File: config.mk
export PLATFORM = sky130hd
export DESIGN_NAME = tfc_flag_ctl
export DESIGN_NICKNAME = d
export VERILOG_FILES = /design/src/rtl/tfc_pkg.sv /design/src/rtl/tfc_decode.sv /design/src/rtl/tfc_flag_bank.sv /design/src/rtl/tfc_irq.sv /design/src/rtl/tfc_flag_ctl.sv
export SDC_FILE = /design/constraint.sdc
export NUM_CORES = 1
export LEC_CHECK = 0
export BUFFER_PORTS_ARGS = -buffer_cell sky130_fd_sc_hd__clkbuf_2
export CORE_AREA = 4 4 52 54
export DETAILED_ROUTE_END_ITERATION = 10
export DIE_AREA = 0 0 56 58
export GPL_ROUTABILITY_DRIVEN = 0
export PLACE_DENSITY = 0.87
export REMOVE_ABC_BUFFERS = 1
export SLEW_MARGIN = 20
export SYNTH_ARGS = -nofsm -noshare
export SYNTH_HDL_FRONTEND = slang
export SYNTH_HIERARCHICAL = 1
export SYNTH_SLANG_ARGS = --single-unit
File: constraint.sdc
create_clock -name clk_i -period 3 [get_ports clk_i]
set_input_delay 0.3 -clock clk_i [delete_from_list [all_inputs] [get_ports clk_i]]
set_output_delay 0.3 -clock clk_i [all_outputs]
set_load 0.1 [all_outputs]
File: src/rtl/tfc_pkg.sv
package tfc_pkg;
  localparam int unsigned NUM_CH_DEF = 8;
  localparam int unsigned ADDR_W_DEF = 8;
  localparam logic [7:0] CNT_ADDR_DEF     = 8'h04;
  localparam logic [7:0] FLG_CH_ADDR_DEF  = 8'h0E;
  localparam logic [7:0] FLG_OVF_ADDR_DEF = 8'h0F;
  localparam logic [7:0] CH_BASE_DEF      = 8'h10;
endpackage

File: src/rtl/tfc_decode.sv
module tfc_decode #(
  parameter int unsigned NUM_CH = 8,
  parameter int unsigned ADDR_W = 8,
  parameter logic [ADDR_W-1:0] CNT_ADDR = '0,
  parameter logic [ADDR_W-1:0] FLG_CH_ADDR = '0,
  parameter logic [ADDR_W-1:0] FLG_OVF_ADDR = '0,
  parameter logic [ADDR_W-1:0] CH_BASE = '0
) (
  input  logic [ADDR_W-1:0] addr_i,
  input  logic              rd_i,
  input  logic              wr_i,
  input  logic [NUM_CH-1:0] wdata_i,
  input  logic              fast_clr_en_i,
  input  logic [NUM_CH-1:0] ch_is_cmp_i,
  output logic [NUM_CH-1:0] ch_clr_o,
  output logic              ovf_clr_o,
  output logic              sel_ch_o,
  output logic              sel_ovf_o
);
  localparam logic [ADDR_W-1:0] BLK_BYTES = ADDR_W'(2 * NUM_CH);
  localparam logic [ADDR_W-1:0] CNT_HI    = ADDR_W'(CNT_ADDR + 1);

  logic [ADDR_W-1:0] off;
  logic              in_blk;
  logic              cnt_hit;
  logic [NUM_CH-1:0] fast_ch_clr;

  assign sel_ch_o  = addr_i == FLG_CH_ADDR;
  assign sel_ovf_o = addr_i == FLG_OVF_ADDR;
  assign off       = addr_i - CH_BASE;
  assign in_blk    = off < BLK_BYTES;
  assign cnt_hit   = (addr_i == CNT_ADDR) || (addr_i == CNT_HI);

  for (genvar n = 0; n < NUM_CH; n++) begin : g_ch
    logic hit;
    assign hit = in_blk && (off[ADDR_W-1:1] == (ADDR_W-1)'(n));
    // compare channels clear on write, capture channels on read
    assign fast_ch_clr[n] = fast_clr_en_i && hit && (ch_is_cmp_i[n] ? wr_i : rd_i);
  end

  assign ch_clr_o  = ((wr_i && sel_ch_o) ? wdata_i : '0) | fast_ch_clr;
  assign ovf_clr_o = (wr_i && sel_ovf_o && wdata_i[NUM_CH-1]) ||
                     (fast_clr_en_i && cnt_hit && (rd_i || wr_i));
endmodule

File: src/rtl/tfc_flag_bank.sv
module tfc_flag_bank #(
  parameter int unsigned WIDTH = 8
) (
  input  logic             clk_i,
  input  logic             rst_ni,
  input  logic [WIDTH-1:0] set_i,
  input  logic [WIDTH-1:0] clr_i,
  output logic [WIDTH-1:0] q_o
);
  for (genvar b = 0; b < WIDTH; b++) begin : g_bit
    always_ff @(posedge clk_i or negedge rst_ni) begin
      if (!rst_ni)       q_o[b] <= 1'b0;
      else if (set_i[b]) q_o[b] <= 1'b1;   // set dominates clear
      else if (clr_i[b]) q_o[b] <= 1'b0;
    end
  end
endmodule

File: src/rtl/tfc_irq.sv
module tfc_irq #(
  parameter int unsigned NUM_CH = 8
) (
  input  logic [NUM_CH-1:0] ch_flag_i,
  input  logic [NUM_CH-1:0] ch_ie_i,
  input  logic              ovf_flag_i,
  input  logic              ovf_ie_i,
  output logic [NUM_CH-1:0] ch_irq_o,
  output logic              ovf_irq_o,
  output logic              irq_o
);
  assign ch_irq_o  = ch_flag_i & ch_ie_i;
  assign ovf_irq_o = ovf_flag_i & ovf_ie_i;
  assign irq_o     = (|ch_irq_o) | ovf_irq_o;
endmodule

File: src/rtl/tfc_flag_ctl.sv
module tfc_flag_ctl #(
  parameter int unsigned NUM_CH = tfc_pkg::NUM_CH_DEF,
  parameter int unsigned ADDR_W = tfc_pkg::ADDR_W_DEF,
  parameter logic [ADDR_W-1:0] CNT_ADDR     = ADDR_W'(tfc_pkg::CNT_ADDR_DEF),
  parameter logic [ADDR_W-1:0] FLG_CH_ADDR  = ADDR_W'(tfc_pkg::FLG_CH_ADDR_DEF),
  parameter logic [ADDR_W-1:0] FLG_OVF_ADDR = ADDR_W'(tfc_pkg::FLG_OVF_ADDR_DEF),
  parameter logic [ADDR_W-1:0] CH_BASE      = ADDR_W'(tfc_pkg::CH_BASE_DEF)
) (
  input  logic              clk_i,
  input  logic              rst_ni,
  input  logic [NUM_CH-1:0] ch_evt_i,
  input  logic              ovf_evt_i,
  input  logic [ADDR_W-1:0] addr_i,
  input  logic              rd_i,
  input  logic              wr_i,
  input  logic [NUM_CH-1:0] wdata_i,
  input  logic              fast_clr_en_i,
  input  logic [NUM_CH-1:0] ch_is_cmp_i,
  input  logic [NUM_CH-1:0] ch_ie_i,
  input  logic              ovf_ie_i,
  output logic [NUM_CH-1:0] ch_flag_o,
  output logic              ovf_flag_o,
  output logic [NUM_CH-1:0] rdata_o,
  output logic [NUM_CH-1:0] ch_irq_o,
  output logic              ovf_irq_o,
  output logic              irq_o
);
  localparam int unsigned DATA_W = NUM_CH;

  logic [NUM_CH-1:0] ch_clr;
  logic              ovf_clr;
  logic              sel_ch;
  logic              sel_ovf;

  tfc_decode #(
    .NUM_CH(NUM_CH), .ADDR_W(ADDR_W), .CNT_ADDR(CNT_ADDR),
    .FLG_CH_ADDR(FLG_CH_ADDR), .FLG_OVF_ADDR(FLG_OVF_ADDR), .CH_BASE(CH_BASE)
  ) i_decode (
    .addr_i(addr_i), .rd_i(rd_i), .wr_i(wr_i), .wdata_i(wdata_i),
    .fast_clr_en_i(fast_clr_en_i), .ch_is_cmp_i(ch_is_cmp_i),
    .ch_clr_o(ch_clr), .ovf_clr_o(ovf_clr), .sel_ch_o(sel_ch), .sel_ovf_o(sel_ovf)
  );

  tfc_flag_bank #(.WIDTH(NUM_CH)) i_ch_bank (
    .clk_i(clk_i), .rst_ni(rst_ni), .set_i(ch_evt_i), .clr_i(ch_clr), .q_o(ch_flag_o)
  );

  tfc_flag_bank #(.WIDTH(1)) i_ovf_bank (
    .clk_i(clk_i), .rst_ni(rst_ni), .set_i(ovf_evt_i), .clr_i(ovf_clr), .q_o(ovf_flag_o)
  );

  tfc_irq #(.NUM_CH(NUM_CH)) i_irq (
    .ch_flag_i(ch_flag_o), .ch_ie_i(ch_ie_i), .ovf_flag_i(ovf_flag_o),
    .ovf_ie_i(ovf_ie_i), .ch_irq_o(ch_irq_o), .ovf_irq_o(ovf_irq_o), .irq_o(irq_o)
  );

  always_comb begin
    rdata_o = '0;
    if (rd_i && sel_ch)  rdata_o = ch_flag_o;
    if (rd_i && sel_ovf) rdata_o = {ovf_flag_o, {(DATA_W-1){1'b0}}};
  end
endmodule

==> flow_summary.yaml, run 1 <==
sta:
  drv_slew: 0
  fin_ws_ps: 496.7
  tns_ps: 0
  setup_violations: 0
  rsz0062_at_grt: "no"
  fmax_mhz: 399.5
  fin_crit_sh_pct: 83.44
  post-route-min-period_ps: 2503
  fin_skew_ps: 0
  hold_viol: 0
  relSlewSlack_pct: 63.29
  worst_pin_slew_ps: 553.0
global_route:
  antenna_found_initial: 0
  overflow: 0
  grt_max_degree: 13
  grt_usage_pct: 18.49
  grt_pass1_wl_mm: 4.795
  grt_pass1_vias: 1153
layout:
  multi_input_area_um2: 626.9
  syn2layout_area_growth_pct: 45.84
  drive_above_1_share_pct: 43.96
  final_cell_area_mm2: 0.001338
  diodes: 0
  nets: 233
  final-seq-area_um2: 225.2
  instances_no_fill: 210
  nFillCells: 203
clocking:
  cts_buffers: 3
  clock_latency_ps: 260
  cts_max_level: 1
  clock-sinks: 9
  cts_root_buffer: "clkbuf_4"
  cts_tree: "yes"
  cts_setup_buffers: 0
  clkTransAtPathRegs_ps: 60
  cts_buffer_depth: 2
worst_setup_path:
  timing_worst_setup_path_type: "input port to output port"
  worstPathMaxFanout: 8
  required_ps: 2700
  cp_slowest_cell: "clkbuf_2"
  critPathTopFamily: "simple AND/OR/NAND/NOR gates"
  critPathLaunchType: "input port"
  arrival_ps: 2200
  crit_top_cell: "clkbuf_2"
  cp-end-kind: "output port"
  path_cells: "clkbuf_2, inv_1, ha_1, nor4bb_2, nand3_1, nor2_1, and3b_2, and2_1, clkbuf_2"
  slowest_delay_ps: 450
  path_buf_inv: 3
placed_design:
  port_buffers: 73
  placed_area_mm2: 0.001301
  place_hpwl_mm: 2.559
  placed_cells: 205
  pre_cts_ws_ps: 508.7
routing:
  route.vias.total: 1120
  drcViolationCount: 0
  dr.pass1.iters: 4
  post_drt_wl_per_cell_um: 14.15
  totalWireLength_mm: 2.972
  viasPerCell: 5.333
  drt_iter0_markers: 34
  detail-route-antenna-nets: 0
power:
  power_uw: 355.7
  p_per_area_mw_per_mm2: 265.9
  p_leak_uw: 0.0006537
  peakVddDrop_mv: 0.2390
floorplanning:
  die_area_mm2: 0.003248
  rows: 17
  core_mm2: 0.002212
  die_h_um: 58
  initial_utilization_pct: 41.46
  die_x_um: 56
  io_pins: 74
logic_synthesis:
  netlist_instances: 108
  synthMuxAreaShare_pct: 8.731
  synth_compound_area_share_pct: 24.42
  synth_area_um2: 917.1
  ys_seq_elements: 9
  syn_area_per_cell_um2: 8.492
  yosys.area_share.simple_pct: 31.11
  synthDistinctLibCells: 30
  synth_warnings: 6
  yosysSeqAreaShare_pct: 24.56
  synthAdderAreaFrac_pct: 4.093
  synth_top_family_by_area: "simple AND/OR/NAND/NOR gates"
  yosys.area_share.xor_xnor_pct: 0
flow_run:
  drv_cap: 0
outcome:
  status: "completed"
hold_path:
  hold_path_class: "input port to flop"
[cells in the final DEF, fill, tap and decap left out, drive strengths merged, types with 2 or more instances in the layout]
cell | netlist | routed
clkbuf | 3 | 77
and2 | 16 | 16
inv | 13 | 13
a21o | 9 | 9
dfrtp | 9 | 9
mux2i | 8 | 8
nor3 | 6 | 6
a22o | 6 | 6
nand3 | 4 | 4
nor2 | 4 | 4
nand2 | 3 | 3
ha | 3 | 3
a22oi | 3 | 3
nand4b | 2 | 2
nand3b | 2 | 2
a32o | 2 | 2
nor4 | 2 | 2
nand4 | 2 | 2
[per-stage QoR]
step	hold WS [ps]	utilization, %
floorplan	4.409	-
global placement	160.2	58.82
detailed placement	166.7	58.82
CTS	206.6	60.46
global route	200.5	60.46
finish	216.2	60.46
[metal layers]
layer | vias to the layer above | track usage (%) | wire, µm
met5 | - | 0 | 0
met4 | 0 | 7.119 | 37
met3 | 7 | 6.236 | 233
met2 | 47 | 35.39 | 1649
met1 | 519 | 18.36 | 1052
li1 | 547 | - | -
[worst paths after layout]
path,start,endpoint,slack (ps),cells past startpoint
worst min-delay path,ch_evt_i[3],i_ch_bank/q_o[3],220,2
worst max-delay path,addr_i[4],rdata_o[1],500,9
worst max register to register,i_ch_bank/q_o[0],i_ch_bank/q_o[0],2270,1
max in group asynchronous,rst_ni,i_ch_bank/q_o[5],2370,2
worst min register to register,i_ch_bank/q_o[3],i_ch_bank/q_o[3],550,1
min in group asynchronous,rst_ni,i_ch_bank/q_o[3],440,2
[flip-flops by register name, indices dropped and copies added, names as in the netlist]
register,cells
i_ch_bank/q_o,8
i_ovf_bank/q_o,1
[Yosys cell counts]
master,instances,area share [%]
and2_1,15,10
inv_1,13,5.3
a21o_1,9,7.4
dfrtp_1,9,25
mux2i_1,8,8.7
a22o_1,6,5.7
nor3_1,6,3.3
nand3_1,4,2.2
nor2_1,4,1.6
a22oi_1,3,2.5
clkbuf_1,3,1.2
ha_1,3,4.1
nand2_1,3,1.2
a32o_1,2,2.2
nand3b_1,2,1.6
nand4_1,2,1.4
nand4b_1,2,1.9
nor4_1,2,1.4
a222oi_1,1,1.1
and2_2,1,0.82
and3b_2,1,1.1
and4_1,1,0.96
buf_2,1,0.55
nor2b_1,1,0.68
nor4b_1,1,0.96
nor4bb_2,1,1.8
o2111ai_1,1,0.96
o21a_1,1,0.82
o31ai_1,1,0.82
o41ai_4,1,3.0
[cell type report]
type | instances | area share (%)
multi-input cells | 82 | 46.87
repair buffers | 74 | 28.06
flip-flops and latches | 9 | 16.84
inverters | 13 | 3.648
well taps | 28 | 2.619
clock buffers | 4 | 1.964
[power by group]
part           internal (µW)  leakage (µW)  switching, µW
sequential               122     0.0000788          0.354
combinational           44.9      0.000560           95.8
clock                   51.2     0.0000150           41.8
[cell families (layout without fill, tap and decap cells)]
group | after synthesis | after routing
and+or+nand+nor | 46 | 46
muxes | 8 | 8
AOI/OAI and AO/OA | 25 | 25
DFF | 9 | 9
adders and majority gates | 3 | 3
buffers and inverters | 17 | 91
[what timing repair did]
item,CTS,global route
endpoints found under the hold margin,9,0
gates resized for setup,0,0
hold buffers,1,0
Note: power is estimated with default switching activity, not from simulation.
==> run 2, diff against run 1 <==
--- a/config.mk
+++ b/config.mk
@@ -5,12 +5,13 @@
 export SDC_FILE = /design/constraint.sdc
 export NUM_CORES = 1
 export LEC_CHECK = 0
+export ABC_AREA = 1
 export BUFFER_PORTS_ARGS = -buffer_cell sky130_fd_sc_hd__clkbuf_2
-export CORE_AREA = 4 4 52 54
+export CORE_AREA = 4 4 56 58
 export DETAILED_ROUTE_END_ITERATION = 10
-export DIE_AREA = 0 0 56 58
+export DIE_AREA = 0 0 60 62
 export GPL_ROUTABILITY_DRIVEN = 0
-export PLACE_DENSITY = 0.87
+export PLACE_DENSITY = 0.82
 export REMOVE_ABC_BUFFERS = 1
 export SLEW_MARGIN = 20
 export SYNTH_ARGS = -nofsm -noshare
==> constraint.sdc (replaced) <==
create_clock -name clk_i -period 2.6 [get_ports clk_i]
set_input_delay 0.26 -clock clk_i [delete_from_list [all_inputs] [get_ports clk_i]]
set_output_delay 0.26 -clock clk_i [all_outputs]
set_load 0.1 [all_outputs]
==> run 2 against run 1 <==
Final cell count grew 46%. Synthesized cell count grew 83%. Sequential share of layout area shrank 1.8 points. Highest routed layer unchanged.
==> flow_summary.yaml, run 2 <==
routing:
  route.vias.total: 1384
  drcViolationCount: 0
  detail-route-antenna-nets: 0
  totalWireLength_mm: 3.180
  drt_iter0_markers: 64
  post_drt_wl_per_cell_um: 10.39
  dr.pass1.iters: 4
  viasPerCell: 4.523
floorplanning:
  die_area_mm2: 0.003720
  die_h_um: 62
  io_pins: 74
  die_x_um: 60
  initial_utilization_pct: 39.71
  core_mm2: 0.002663
  rows: 19
sta:
  hold_viol: 0
  rsz0062_at_grt: "no"
  fin_crit_sh_pct: 81.47
  fin_skew_ps: 0
  drv_slew: 0
  post-route-min-period_ps: 2118
  worst_pin_slew_ps: 560.9
  fmax_mhz: 472.1
  relSlewSlack_pct: 62.77
  setup_violations: 0
logic_synthesis:
  yosysSeqAreaShare_pct: 21.30
  synth_area_mm2: 0.001057
  synthFlopType: "dfrtp_1"
  synth_warnings: 6
  yosysMostFrequentCell: "nand2_1"
  synthDistinctLibCells: 17
  synth.largest_area_cell: "nand2_1"
  syn_area_per_cell_um2: 5.340
  netlist_instances: 198
  synthArstFlopShare_pct: 100.0
  synth_edf_count: 0
  synth.top_cells.by_area: "nand2_1 (27%), dfrtp_1 (21%), inv_1 (17%)"
  yosysTopAreaCellShare_pct: 27.34
  synth_common_cells: "nand2_1 (77), inv_1 (48), nor2_1 (18), nand3_1 (15)"
  ys_seq_elements: 9
worst_setup_path:
  required_ps: 2340
  critPathTopFamily: "simple AND/OR/NAND/NOR gates"
  crit_top_cell: "clkbuf_2"
  path_buf_inv: 3
  cp_slowest_cell: "clkbuf_2"
  timing_worst_setup_path_type: "input port to output port"
  critPathLaunchType: "input port"
  slowest_delay_ps: 490
  path_cells: "clkbuf_2, inv_1, ha_1, nand4_2, nor2_4, nand2_2, nor3_1, clkbuf_2"
  cp-end-kind: "output port"
  arrival_ps: 1860
  worstPathMaxFanout: 9
clocking:
  cts_buffer_depth: 2
  clock-sinks: 9
  clkTransAtPathRegs_ps: 60
  cts_tree: "yes"
  cts_root_buffer: "clkbuf_4"
  cts_max_level: 1
  cts_setup_buffers: 0
  cts_buffers: 3
  clock_latency_ps: 260
layout:
  mostFrequentLayoutCells: "nand2_1 (77), clkbuf_2 (72), inv_1 (48), nor2_1 (18), nand3_1 (15)"
  nets: 326
  mostFrequentLayoutCell: "nand2_1"
  instances_no_fill: 306
  drive_above_1_share_pct: 30.91
  largest_register_ffs: 8
  final_cell_area_mm2: 0.001501
  top_regs: "i_ch_bank/q_o x8, i_ovf_bank/q_o x1"
  diodes: 0
  syn2layout_area_growth_pct: 42.01
  regMostFlops: "i_ch_bank/q_o"
placed_design:
  place_hpwl_mm: 2.715
  placed_cells: 301
  port_buffers: 73
  placed_area_mm2: 0.001465
power:
  p_per_area_mw_per_mm2: 280.5
  peakVddDrop_mv: 0.3643
  p_leak_uw: 0.001021
global_route:
  overflow: 0
  grt_pass1_vias: 1171
  antenna_found_initial: 0
  grt_pass1_wl_mm: 4.747
  grt_usage_pct: 16.30
  grt_max_degree: 13
hold_path:
  hold_path_class: "input port to flop"
flow_run:
  drv_cap: 0
outcome:
  status: "completed"
[run 2: changes by cell type in the layout (fill, tap and decap cells not counted), sizes merged, moves of 12 or more]
cell and delta:
nand2 +75, inv +36, nor2 +18, and2 -16, nand3 +12
[run 2: cells by family (layout without fill, tap and decap cells)]
group	Yosys count	after routing	synth area share [%]
AND/OR/NAND/NOR	126	126	51.72
buffers and inverters	51	128	19.17
AO/OA/AOI/OAI	9	9	4.260
flip-flops	9	9	21.30
adder cells (fa/ha/maj)	3	3	3.551
[run 2: final cells by class]
| type | instances | area, µm² |
|---|---|---|
| timing repair buffer | 75 | 397.9 |
| fill | 292 | 1161 |
| inverter | 49 | 183.9 |
| clock buffer | 4 | 26.28 |
| multi-input combinational | 138 | 629.4 |
| sequential | 9 | 225.2 |
| tap | 31 | 38.79 |
[run 2: repair_timing]
action	4_1_cts	5_1_grt
hold endpoints to repair	9	0
hold buffers	1	0
gates resized for setup	0	0
[run 2: routing by layer]
layer / global-route usage (%) / wire, µm
met1: 20.94 / 1258
met5: 0 / 0
met4: 3.165 / 23
met3: 3.719 / 287
met2: 28.09 / 1610
[run 2: worst register-to-register path: stages, from the launching register on]
cell     delay [ps]
dfrtp_1         420
nand2_1          80
nand2_1          40
[run 2: worst paths after layout]
path                                  startpoint          endpoint  slack (ps)  cells past startpoint
worst max-delay path                   addr_i[4]        rdata_o[0]         480                      8
worst min-delay path                 ch_evt_i[4]  i_ch_bank/q_o[4]         180                      3
worst max register to register  i_ch_bank/q_o[5]  i_ch_bank/q_o[5]        1950                      2
worst min register to register  i_ch_bank/q_o[2]  i_ch_bank/q_o[2]         520                      2
max in group asynchronous                 rst_ni  i_ch_bank/q_o[0]        2010                      2
min in group asynchronous                 rst_ni    i_ovf_bank/q_o         390                      2
[run 2: stage by stage]
| step | total power (µW) | utilization [%] | setup WS [ps] | TNS [ps] | hold WS [ps] |
|---|---|---|---|---|---|
| after floorplan | 250.8 | - | -788.3 | -5745 | -35.59 |
| after global routing | 449.0 | 56.39 | 364.4 | 0 | 172.2 |
| after detailed placement | 313.2 | 55.03 | 511.3 | 0 | 129.6 |
| after CTS | 424.9 | 56.39 | 514.5 | 0 | 172.4 |
| final | 421.2 | 56.39 | 481.7 | 0 | 178.7 |
| after global placement | 311.4 | 55.03 | 548.9 | 0 | 128.7 |
[run 2: where the power goes]
part	total [µW]	switching, µW	internal, µW
sequential	141	0.378	140
combinational	171	122	48.7
clock	109	50.0	59.2
total	421	173	248
==> run 3, diff against run 2 <==
--- a/config.mk
+++ b/config.mk
@@ -5,13 +5,13 @@
 export SDC_FILE = /design/constraint.sdc
 export NUM_CORES = 1
 export LEC_CHECK = 0
-export ABC_AREA = 1
+export ABC_AREA = 0
 export BUFFER_PORTS_ARGS = -buffer_cell sky130_fd_sc_hd__clkbuf_2
-export CORE_AREA = 4 4 56 58
+export CORE_AREA = 4 4 54 56
 export DETAILED_ROUTE_END_ITERATION = 10
-export DIE_AREA = 0 0 60 62
+export DIE_AREA = 0 0 58 60
 export GPL_ROUTABILITY_DRIVEN = 0
-export PLACE_DENSITY = 0.82
+export PLACE_DENSITY = 0.81
 export REMOVE_ABC_BUFFERS = 1
 export SLEW_MARGIN = 20
 export SYNTH_ARGS = -nofsm -noshare
==> constraint.sdc (replaced) <==
create_clock -name clk_i -period 1.96 [get_ports clk_i]
set_input_delay 0.196 -clock clk_i [delete_from_list [all_inputs] [get_ports clk_i]]
set_output_delay 0.196 -clock clk_i [all_outputs]
set_load 0.1 [all_outputs]
==> run 3 against run 2 <==
Hold slack worse by 63 ps. Die area fell by 6.5%. Critical path depth grew 1. Critical path type unchanged. Critical endpoint is now rdata_o[1]. Highest routed layer unchanged.
==> flow_summary.yaml, run 3 (synthesis results as in run 1) <==
outcome:
  status: "completed"
placed_design:
  placed_cells: 211
  place_hpwl_mm: 2.734
  port_buffers: 73
  placed_area_mm2: 0.001454
  pre_cts_ws_ps: -101.0
sta:
  relSlewSlack_pct: 63.38
  fin_crit_sh_pct: 97.00
  drv_slew: 0
  hold_viol: 0
  fmax_mhz: 526.0
  post-route-min-period_ps: 1901
  fin_ws_ps: 58.70
  fin_skew_ps: 0
  worst_pin_slew_ps: 551.7
  setup_violations: 0
clocking:
  clkTransAtPathRegs_ps: 70
  cts_root_buffer: "clkbuf_4"
  cts_buffer_depth: 2
  cts_buffers: 3
  clock-sinks: 9
  cts_max_level: 1
  clock_latency_ps: 260
  cts_tree: "yes"
flow_run:
  drv_cap: 0
global_route:
  antenna_found_initial: 0
  overflow: 0
  grt_usage_pct: 19.20
  grt_pass1_vias: 1159
  grt_pass1_wl_mm: 5.175
  grt_max_degree: 13
worst_setup_path:
  arrival_ps: 1710
  rr_startpoint: "i_ch_bank/q_o[6]"
  path_buf_inv: 3
  worstPathMaxFanout: 7
  cp_slowest_cell: "and3b_2"
  r2r-end: "i_ch_bank/q_o[6]"
  reg2regPathDepth: 1
  ff2ff_setup_slack_ps: 1230
  cp-end-kind: "output port"
  critPathLaunchType: "input port"
  timing_worst_setup_path_type: "input port to output port"
  slowest_delay_ps: 280
  required_ps: 1760
  critPathTopFamily: "simple AND/OR/NAND/NOR gates"
  path_cells: "buf_6, inv_4, ha_4, nor4bb_4, nand3_2, nor2_2, and3b_2, and2_4, buf_12"
routing:
  dr.pass1.iters: 4
  drcViolationCount: 0
  post_drt_wl_per_cell_um: 16.05
  viasPerCell: 5.477
  route.vias.total: 1194
  totalWireLength_mm: 3.499
  detail-route-antenna-nets: 0
  drt_iter0_markers: 52
hold_path:
  hold_end: "i_ovf_bank/q_o"
  hold_path_class: "input port to flop"
  hold-path-cell-count: 2
  min_from: "ovf_evt_i"
floorplanning:
  rows: 18
  core_mm2: 0.002432
  initial_utilization_pct: 37.71
  die_h_um: 60
  io_pins: 74
  die_area_mm2: 0.003480
  die_x_um: 58
layout:
  nets: 239
  regMostFlops: "i_ch_bank/q_o"
  drive_above_1_share_pct: 52.66
  nFillCells: 200
  diodes: 0
  largest_register_ffs: 8
  mostFrequentLayoutCells: "clkbuf_2 (63), inv_1 (11), a21o_1 (9), dfrtp_1 (9)"
  final_cell_area_mm2: 0.001574
  syn2layout_area_growth_pct: 71.62
  instances_no_fill: 218
  mostFrequentLayoutCell: "clkbuf_2"
  top_regs: "i_ch_bank/q_o x8, i_ovf_bank/q_o x1"
power:
  peakVddDrop_mv: 0.2897
  p_leak_uw: 0.0007294
  p_per_area_mw_per_mm2: 360.7
-- run 3: per-layer routing --
layer	track usage, %	wire (µm)
met1	20.89	1312
met2	35.97	1703
met3	5.184	411
met4	5.960	72
met5	0	0
-- run 3: cell type report --
class | count | area (µm²) | share of cell area [%]
clock buffers | 4 | 26.28 | 1.669
inverters | 13 | 51.30 | 3.259
multi-input cells | 82 | 680.7 | 43.24
flip-flops and latches | 9 | 225.2 | 14.31
well taps | 30 | 37.54 | 2.385
repair buffers | 80 | 553.0 | 35.14
-- run 3: worst max-delay path by stage --
stage / start / cells after the start / slack, ps / end
4_1_cts: addr_i[5] / 9 / 70 / rdata_o[1]
2_1_floorplan: i_ch_bank/q_o[6] / 2 / -380 / irq_o
6_report: addr_i[5] / 9 / 60 / rdata_o[1]
5_1_grt: addr_i[4] / 9 / -40 / rdata_o[1]
3_5_place_dp: addr_i[5] / 9 / -100 / rdata_o[1]
3_3_place_gp: addr_i[5] / 9 / 9 / rdata_o[2]
-- run 3: where the power goes --
part	leakage [µW]	internal, µW	switching, µW
Combinational	0.000636	79.7	157
Sequential	0.0000788	186	0.560
Clock	0.0000150	78.4	65.9
-- run 3: timing repair --
item	in CTS	in global routing
hold endpoints to repair	9	0
hold buffers	1	0
pin swaps	1	4
buffers inserted	0	2
endpoints found under the setup margin	7	7
gates resized for setup	2	19
-- run 3: stage by stage --
step	hold slack, ps	setup TNS, ps	total power [µW]	utilization (%)
after global placement	61.69	0	404.0	59.77
after CTS	109.2	0	563.3	61.83
after detailed placement	71.36	-640.9	409.8	59.77
final	116.1	0	567.7	64.71
after global routing	116.7	-210.7	596.7	64.71
after floorplan	-99.59	-2095	316.4	-
